### src/rtl/sec_event_router.sv
module sec_event_router #(
  parameter int NE = 48,
  parameter int NA = 7,
  parameter int AW = 8,
  parameter int DW = 32,
  parameter logic [AW-1:0] A_SW0 = 8'h20,
  parameter logic [AW-1:0] A_SW1 = 8'h21,
  parameter logic [AW-1:0] A_ST0 = 8'h30,
  parameter logic [AW-1:0] A_ST1 = 8'h31,
  parameter logic [AW-1:0] A_CLR = 8'h32
) (
  input  logic          clk,
  input  logic          rst_n,
  input  logic [NE-1:0] evt_in,
  input  logic          bus_wr,
  input  logic [AW-1:0] bus_addr,
  input  logic [DW-1:0] bus_wdata,
  output logic [DW-1:0] bus_rdata,
  output logic [NA-1:0] action_o
);
  localparam int G  = (NE + 15) / 16;
  localparam int HI = NE - 16;

  logic [NA*NE-1:0] dis_q, lk_q;
  logic [NE-1:0]    in_st, ev, clr_in;
  logic [NA-1:0]    out_st, hit, clr_out;
  logic [1:0]       sw_q;

  wire nz      = |bus_wdata;
  wire wr_st0  = bus_wr && bus_addr == A_ST0;
  wire wr_st1  = bus_wr && bus_addr == A_ST1;
  wire wr_clr  = bus_wr && bus_addr == A_CLR && nz;

  always_ff @(posedge clk or negedge rst_n)
    if (!rst_n) begin
      dis_q <= '1;
      lk_q  <= '0;
    end else if (bus_wr) begin
      for (int a = 0; a < NA; a++)
        for (int i = 0; i < NE; i++)
          if (bus_addr == AW'(a*G + i/16) && !lk_q[a*NE+i]) begin
            dis_q[a*NE+i] <= bus_wdata[2*(i%16)];
            lk_q[a*NE+i]  <= bus_wdata[2*(i%16)+1];
          end
    end

  always_ff @(posedge clk or negedge rst_n)
    if (!rst_n) sw_q <= '0;
    else        sw_q <= {bus_wr && bus_addr == A_SW1 && nz,
                         bus_wr && bus_addr == A_SW0 && nz};

  always_comb begin
    ev = evt_in;
    ev[14] = evt_in[14] | sw_q[0];
    ev[15] = evt_in[15] | sw_q[1];
    for (int a = 0; a < NA; a++)
      hit[a] = |(ev & ~dis_q[a*NE +: NE]);
  end

  always_comb begin
    clr_in  = '0;
    clr_out = '0;
    if (wr_clr) begin
      clr_in  = '1;
      clr_out = '1;
    end
    if (wr_st0) begin
      clr_in[15:0] = clr_in[15:0] | bus_wdata[15:0];
      clr_out      = clr_out | bus_wdata[16 +: NA];
    end
    if (wr_st1) clr_in[NE-1:16] = clr_in[NE-1:16] | bus_wdata[HI-1:0];
  end

  always_ff @(posedge clk or negedge rst_n)
    if (!rst_n) begin
      in_st  <= '0;
      out_st <= '0;
    end else begin
      in_st  <= (in_st & ~clr_in) | ev;
      out_st <= (out_st & ~clr_out) | hit;
    end

  assign action_o = hit | out_st;

  always_comb begin
    bus_rdata = '0;
    if (bus_addr == A_ST0) begin
      bus_rdata[15:0]      = in_st[15:0];
      bus_rdata[16 +: NA]  = out_st;
    end else if (bus_addr == A_ST1) begin
      bus_rdata[HI-1:0] = in_st[NE-1:16];
    end else begin
      for (int a = 0; a < NA; a++)
        for (int i = 0; i < NE; i++)
          if (bus_addr == AW'(a*G + i/16)) begin
            bus_rdata[2*(i%16)]   = dis_q[a*NE+i];
            bus_rdata[2*(i%16)+1] = lk_q[a*NE+i];
          end
    end
  end

  assert_lock_sticky_R3: assert property (@(posedge clk) disable iff (!rst_n)
    (($past(lk_q) & ~lk_q) == '0));

  assert_lock_freeze_R3: assert property (@(posedge clk) disable iff (!rst_n)
    (($past(lk_q) & ($past(dis_q) ^ dis_q)) == '0));

  assert_status_latch_R5: assert property (@(posedge clk) disable iff (!rst_n)
    (|hit) |=> ((out_st & $past(hit)) == $past(hit)));

  assert_status_hold_R9: assert property (@(posedge clk) disable iff (!rst_n)
    (|($past(out_st) & ~out_st)) |-> $past(wr_st0 || wr_clr));

  assert_sw_fire_R7: assert property (@(posedge clk) disable iff (!rst_n)
    (bus_wr && bus_addr == A_SW0 && nz) |=> ##1 in_st[14]);
endmodule

### config.mk
export PLATFORM = sky130hd
export DESIGN_NAME = sec_event_router
export DESIGN_NICKNAME = d
export VERILOG_FILES = /design/src/rtl/sec_event_router.sv
export SDC_FILE = /design/constraint.sdc
export NUM_CORES = 1
export LEC_CHECK = 0
export CAP_MARGIN = 0
export CELL_PAD_IN_SITES_DETAIL_PLACEMENT = 0
export CELL_PAD_IN_SITES_GLOBAL_PLACEMENT = 1
export CORE_MARGIN = 1
export CORE_UTILIZATION = 33
export CTS_CLUSTER_DIAMETER = 60
export DETAILED_ROUTE_END_ITERATION = 6
export PLACE_DENSITY_LB_ADDON = 0.1
export SLEW_MARGIN = 20
export SYNTH_ARGS = -nofsm -noshare
export SYNTH_HDL_FRONTEND = slang
export SYNTH_SLANG_ARGS = --single-unit
export TNS_END_PERCENT = 50
### constraint.sdc
create_clock -name clk -period 3.5 [get_ports clk]
set_clock_uncertainty 0.1 [all_clocks]
set_input_delay 0.7 -clock clk [delete_from_list [all_inputs] [get_ports clk]]
set_output_delay 0.7 -clock clk [all_outputs]
set_load 0.01 [all_outputs]
==> impl_metrics.csv, run 1 <==
group,metric,value,unit
run_status,run_status,"complete, but fails checks",
run_status,violated_checks,"setup timing",
finish,area_growth,50.1,%
setup_path,timing.setup.critical_path_class,"primary input to output port",
min_path,hold-path-cell-count,4,
finish,layout_cell_area_excl_fill,54800,µm²
routing,routed-via-count,39000,
finish,num-fill-cells,10200,
routing,drtIter0Drc,5284,
pwr,static-leakage-power,28.1,nW
placed_design,placedInstanceArea,46800,µm²
die,die_span_in_y,335,µm
cts,cts_num_sinks,729,
synth,synthDistinctLibCells,83,
sta,layout_worst_path_cycle_share,116,%
sta,final_ws_setup,-0.551,ns
placed_design,gp_congestion,1.10,
setup_path,crit_buf_inv,7,
pwr,p_total,23.1,mW
setup_path,reg2reg_from,"dis_q[117]",
sta,fmax,247,MHz
synth,synthCells,3580,
setup_path,worst_path_dominant_cell_family,"compound AO/OA/AOI/OAI gates",
sta,final_hold_viol_count,0,
routing,antenna_violating_nets_post_route,0,
cts,clk_pin_slew,0.06,ns
synth,synth_top_cell_by_area,"dfrtp_1",
finish,multiInputGateArea,18600,µm²
die,floorplan.die_area,112000,µm²
cts,cts_tree,"yes",
placed_design,place.port_buffers,129,
finish,final_cells,6193,
setup_path,worstSetupEndpointType,"output port",
routing,post_drt_via_cell_ratio,6.29,
sta,slew_violations,0,
setup_path,path_cells,"buf_12 -> buf_8 -> nor4_4 -> clkbuf_16 -> buf_6 -> nand2_4 -> buf_6 -> o32ai_4 -> a21oi_2 -> o41a_1 -> o21ai_1 -> buf_4 -> buf_6",
cts,clockBufferDepth,3,
die,coreArea,109000,µm²
grt,grt_start_max_net_pins,102,
finish,register_cell_area_after_layout,18700,µm²
sta,final-setup-viol-count,38,
routing,post-route-drc-count,0,
sta,timing.max_slew.rel_slack,44.2,%
setup_path,critical_path_peak_fanout,6,
finish,nets,4715,
synth,synth.avg_cell_area,10.2,µm²
grt,first_global_vias,38100,
grt,antenna_found_initial,22,
setup_path,critical-path-slowest-cell,"nor4_4",
routing,route.final.wire_length,263000,µm
min_path,hold_critical_path_endpoint,"in_st[32]",
cts,htree_num_levels,3,
cts,clock_insertion_delay_at_the_later_pin_of_the_skew_report,0.71,ns
sta,setup_repair_after_global_routing_missed_its_margin,"yes",
synth,netlist_area,36500,µm²
run,max_cap_viols,0,
placed_design,dp.final_hpwl,194000,µm
sta,worst_slew_pin_slew,0.830,ns
setup_path,worst_r2r_path_depth,7,
sta,layout_min_cycle_time,4.05,ns
synth,ys_warns,0,
die,floorplan.die.width,335,µm
placed_design,numPlacedInstances,5837,
pwr,power_density,423,nW/µm²
grt,grt_pass1_wl,347000,µm
setup_path,cp_data_arrival_time,3.25,ns
synth,netlist_top_cells_count,"438 x nor2_1, 393 x dfrtp_1, 347 x a21o_1, 336 x dfstp_2, 307 x nand2_1",
pwr,peak_supply_drop,375,µV
synth,postSynthNetCount,3671,
finish,post_route_cells_drive_above_1_share,48.6,%
routing,detail_route.wl_per_cell,42.4,µm
setup_path,timing.critical_path.required,2.70,ns
setup_path,worstSetupStartpointType,"primary input",
die,initial_core_util,33.4,%
synth,ys_dominant_reg_cell,"dfrtp_1",
min_path,hold_path.startpoint,"evt_in[32]",
routing,drtPass1Iterations,7,
setup_path,worst_r2r_endpoint,"out_st[2]",
die,design.portCount,130,
synth,post-synth-top-area-fraction,27.0,%
die,rows,121,
synth,synth-edff-count,0,
setup_path,critPathMostFrequentCell,"buf_6",
setup_path,critical_path_s_largest_stage_delay,0.42,ns
setup_path,r2r_slack,1.31,ns
cts,number_of_buffers_created_by_cts,95,
min_path,type_of_the_most_critical_hold_path,"primary input to flop",
sta,finalSetupTns,-13.90,ns
synth,post_synth_main_area_contributors,"dfrtp_1 27%, dfstp_2 24%, mux2_2 8.5%",
synth,synth.most_common_cell,"nor2_1",
grt,grt_use_total,46.4,%
grt,grt_overflow_total,0,
synth,synth-seq-area-share,51.1,%
synth,postSynthRegisterBits,729,
synth,async_flop_share,100,%
cts,ctsRootBufferMaster,"clkbuf_16",
==> routing by layer <==
layer  vias up  routed length (µm)  GRT usage (%)
li1      15100                   -              -
met1     20000               98400           57.4
met2      2889              110000           67.7
met3       888               29000           13.5
met4        14               25400           35.8
met5         -                 195          0.608
==> flip-flops by register name, indices dropped and copies added, names as in the netlist <==
register and flops:
dis_q 336, in_st 48, lk_q 336, out_st 7
sw_q 2
==> worst reg2reg max path: cells and delay by family (launching register included) <==
family          cells  cell delay, ns
buf+inv             3            0.65
flops               1            0.54
simple gates        3            0.48
compound gates      1            0.30
==> report_power, final <==
part | total (mW) | switching [mW] | leakage (nW) | internal, mW
registers | 9.55 | 0.529 | 8.62 | 9.02
clock network | 10.2 | 4.29 | 1.57 | 5.91
logic | 3.40 | 2.09 | 17.9 | 1.30
==> cells in the final DEF, fill, tap and decap left out, drive strengths merged, types with 29 or more instances in the layout <==
master,instances
dfrtp,393
o21ai,151
o22ai,161
dfstp,336
a22oi,54
clkbuf,138
nor4,31
inv,147
nor3,39
a21oi,95
mux2i,42
nand2,307
nor2,443
mux2,282
a221oi,60
a21o,347
nand3,107
buf,1121
o221ai,29
==> stage by stage <==
step	setup WS [ns]	hold slack (ns)	util, %
6_report	-0.551	0.298	50.1
5_1_grt	-0.519	0.294	50.1
4_1_cts	-0.560	0.305	48.5
3_5_place_dp	-2.00	0.363	42.8
3_3_place_gp	-2.03	0.360	42.8
2_1_floorplan	0.0794	0.304	-
==> logic make-up (layout without fill, tap and decap cells) <==
| kind of cell | count (synthesis) | after routing | share of synthesized area [%] |
|---|---|---|---|
| AO/OA/AOI/OAI | 1088 | 1088 | 21.1 |
| AND/OR/NAND/NOR | 1031 | 1033 | 12.5 |
| flip-flops | 729 | 729 | 51.1 |
| buffers and inverters | 392 | 1515 | 4.37 |
| multiplexers | 340 | 340 | 10.8 |
| other | 0 | 12 | 0 |
==> timing repair <==
item,4_1_cts,5_1_grt
pin swaps,121,119
gates resized for setup,607,310
endpoints found under the hold margin,13,0
setup endpoints to repair,39,39
setup buffers,88,84
cloned,10,2
hold buffers,1,0
==> worst max path at each step <==
stage	startpoint	end	slack, ns	cells after the start
6_report	bus_addr[7]	bus_rdata[8]	-0.55	13
5_1_grt	bus_addr[7]	bus_rdata[8]	-0.52	13
4_1_cts	bus_addr[5]	bus_rdata[2]	-0.56	12
3_5_place_dp	bus_addr[7]	bus_rdata[31]	-2.00	11
3_3_place_gp	bus_addr[7]	bus_rdata[31]	-2.03	11
2_1_floorplan	bus_addr[3]	bus_rdata[14]	0.08	10
==> cell type report <==
| cell class | count | share of cell area [%] |
|---|---|---|
| well taps | 1476 | 3.37 |
| flip-flops and latches | 729 | 34.1 |
| clock buffers | 128 | 4.83 |
| multi-input cells | 2461 | 33.9 |
| repair buffers | 1199 | 21.6 |
| clock inverters | 50 | 1.08 |
| diodes | 12 | 0.0548 |
| inverters | 138 | 1.01 |
No activity file was read; power rests on OpenSTA's default activity.
==> run 2, diff against run 1 <==
--- a/config.mk
+++ b/config.mk
@@ -7,7 +7,7 @@
 export LEC_CHECK = 0
 export CAP_MARGIN = 0
 export CELL_PAD_IN_SITES_DETAIL_PLACEMENT = 0
-export CELL_PAD_IN_SITES_GLOBAL_PLACEMENT = 1
+export CELL_PAD_IN_SITES_GLOBAL_PLACEMENT = 2
 export CORE_MARGIN = 1
 export CORE_UTILIZATION = 33
 export CTS_CLUSTER_DIAMETER = 60
==> impl_metrics.csv, run 2 (synthesis gave the netlist of run 1 again) <==
group,metric,value,unit
routing,drtPass1Iterations,6,
min_path,hold-path-cell-count,1,
cts,number_of_buffers_created_by_cts,95,
die,die_span_in_y,335,µm
routing,post_drt_via_cell_ratio,6.35,
setup_path,critPathMostFrequentCell,"buf_12",
setup_path,critPathLaunch,"bus_addr[0]",
pwr,static-leakage-power,27.9,nW
routing,routed-via-count,39000,
cts,cts_tree,"yes",
pwr,p_total,23.6,mW
pwr,peak_supply_drop,433,µV
grt,antenna_found_initial,25,
pwr,power_density,433,nW/µm²
run_status,run_status,"complete, but fails checks",
cts,clk_pin_slew,0.06,ns
finish,commonest_non_fill_non_tap_cells_in_the_layout,"749 x buf_4, 421 x nor2_1, 393 x dfrtp_1",
die,floorplan.die_area,112000,µm²
placed_design,numPlacedInstances,5793,
die,initial_core_util,33.4,%
setup_path,worstSetupStartpointType,"primary input",
placed_design,place.port_buffers,129,
sta,final_ws_setup,-0.492,ns
finish,layout.cells.most_common,"buf_4",
run_status,violated_checks,"setup timing",
sta,final_hold_viol_count,0,
sta,hold-worst-slack,0.377,ns
setup_path,cp_data_arrival_time,3.19,ns
die,floorplan.die.width,335,µm
sta,finalSetupTns,-13.96,ns
finish,largestRegisters,"dis_q x336, lk_q x336, in_st x48",
sta,worst_slew_pin_slew,1.05,ns
setup_path,timing.critical_path.required,2.70,ns
sta,timing.max_slew.rel_slack,29.3,%
die,rows,121,
setup_path,crit_buf_inv,7,
finish,final_cells,6138,
setup_path,timing.setup.critical_path_class,"primary input to output port",
sta,final-setup-viol-count,38,
min_path,hold_path.startpoint,"lk_q[31]",
placed_design,dp_worst_setup_slack,-1.98,ns
setup_path,timing.critical_path.depth,13,
setup_path,reg2reg_from,"dis_q[76]",
setup_path,worst_r2r_path_depth,8,
sta,fmax,251,MHz
grt,grt_start_max_net_pins,120,
sta,layout_worst_path_cycle_share,114,%
routing,post-route-drc-count,0,
placed_design,dp.final_hpwl,197000,µm
setup_path,worstSetupEndpointType,"output port",
cts,clock_insertion_delay_at_the_later_pin_of_the_skew_report,0.71,ns
routing,antenna_violating_nets_post_route,0,
sta,layout_min_cycle_time,3.99,ns
cts,ctsRootBufferMaster,"clkbuf_16",
finish,area_growth,49.4,%
finish,nets,4660,
setup_path,worst_path_dominant_cell_family,"compound AO/OA/AOI/OAI gates",
sta,setup_repair_after_global_routing_missed_its_margin,"yes",
setup_path,critical_path_peak_fanout,7,
routing,drtIter0Drc,5253,
placed_design,gp_congestion,1.10,
finish,post_route_cells_drive_above_1_share,48.6,%
grt,grt_pass1_wl,350000,µm
die,coreArea,109000,µm²
routing,detail_route.wl_per_cell,43.2,µm
finish,layout_cell_area_excl_fill,54500,µm²
setup_path,path_cells,"clkbuf_16 -> buf_12 -> buf_12 -> buf_8 -> buf_6 -> mux2i_1 -> nand2_1 -> a22o_1 -> a221o_1 -> a222oi_1 -> buf_4 -> o21ai_2 -> buf_2",
die,design.portCount,130,
min_path,type_of_the_most_critical_hold_path,"flop to flop",
setup_path,critical-path-slowest-cell,"a222oi_1",
placed_design,placedInstanceArea,46500,µm²
setup_path,critical_path_s_largest_stage_delay,0.54,ns
grt,first_global_vias,38300,
cts,htree_num_levels,3,
sta,slew_violations,0,
grt,grt_overflow_total,0,
cts,cts_num_sinks,729,
cts,clockBufferDepth,3,
run,max_cap_viols,0,
finish,post-route-util,49.9,%
grt,grt_use_total,46.9,%
routing,route.final.wire_length,265000,µm
run 2: metal layers:
layer	global-route usage, %	vias to the layer above	part of all wire, %
met1	57.4	20200	38
met4	38.8	12	10
met5	0	-	0.028
li1	-	15000	-
met3	14.0	882	11
met2	68.0	2893	42
run 2: cell type report:
cell class / count / area (µm²)
Clock inverter: 52 / 736
Sequential cell: 729 / 18700
Inverter: 138 / 544
Clock buffer: 127 / 2670
Antenna cell: 11 / 27.5
Multi-Input combinational cell: 2459 / 18800
Timing Repair Buffer: 1146 / 11200
Fill cell: 10100 / 54800
Tap cell: 1476 / 1850
run 2: worst paths after layout:
check	end	slack, ns
max	bus_rdata[29]	-0.49
min	lk_q[31]	0.38
max reg2reg	out_st[1]	1.26
min reg2reg	lk_q[31]	0.38
max in group asynchronous	dis_q[66]	1.68
min in group asynchronous	lk_q[249]	0.40
run 2: what timing repair did:
action	4_1_cts	5_1_grt
setup buffers	94	74
endpoints found under the setup margin	39	39
pin swaps	136	111
hold buffers	1	0
endpoints found under the hold margin	24	0
resized for setup	689	195
gates cloned	4	0
run 2: power by group:
group	leakage [nW]	switching, mW	internal (mW)
registers	8.62	0.536	9.02
clock network	1.66	4.33	6.40
logic	17.6	2.10	1.22
run 2: worst register-to-register path, cell delays in order (launching register included):
cell and delay [ns]:
dfstp_2 0.60, buf_4 0.14, o22ai_1 0.09, nor4_2 0.28, nand3_1 0.16, nor4_4 0.36
buf_6 0.21, buf_4 0.14, nand2_1 0.04
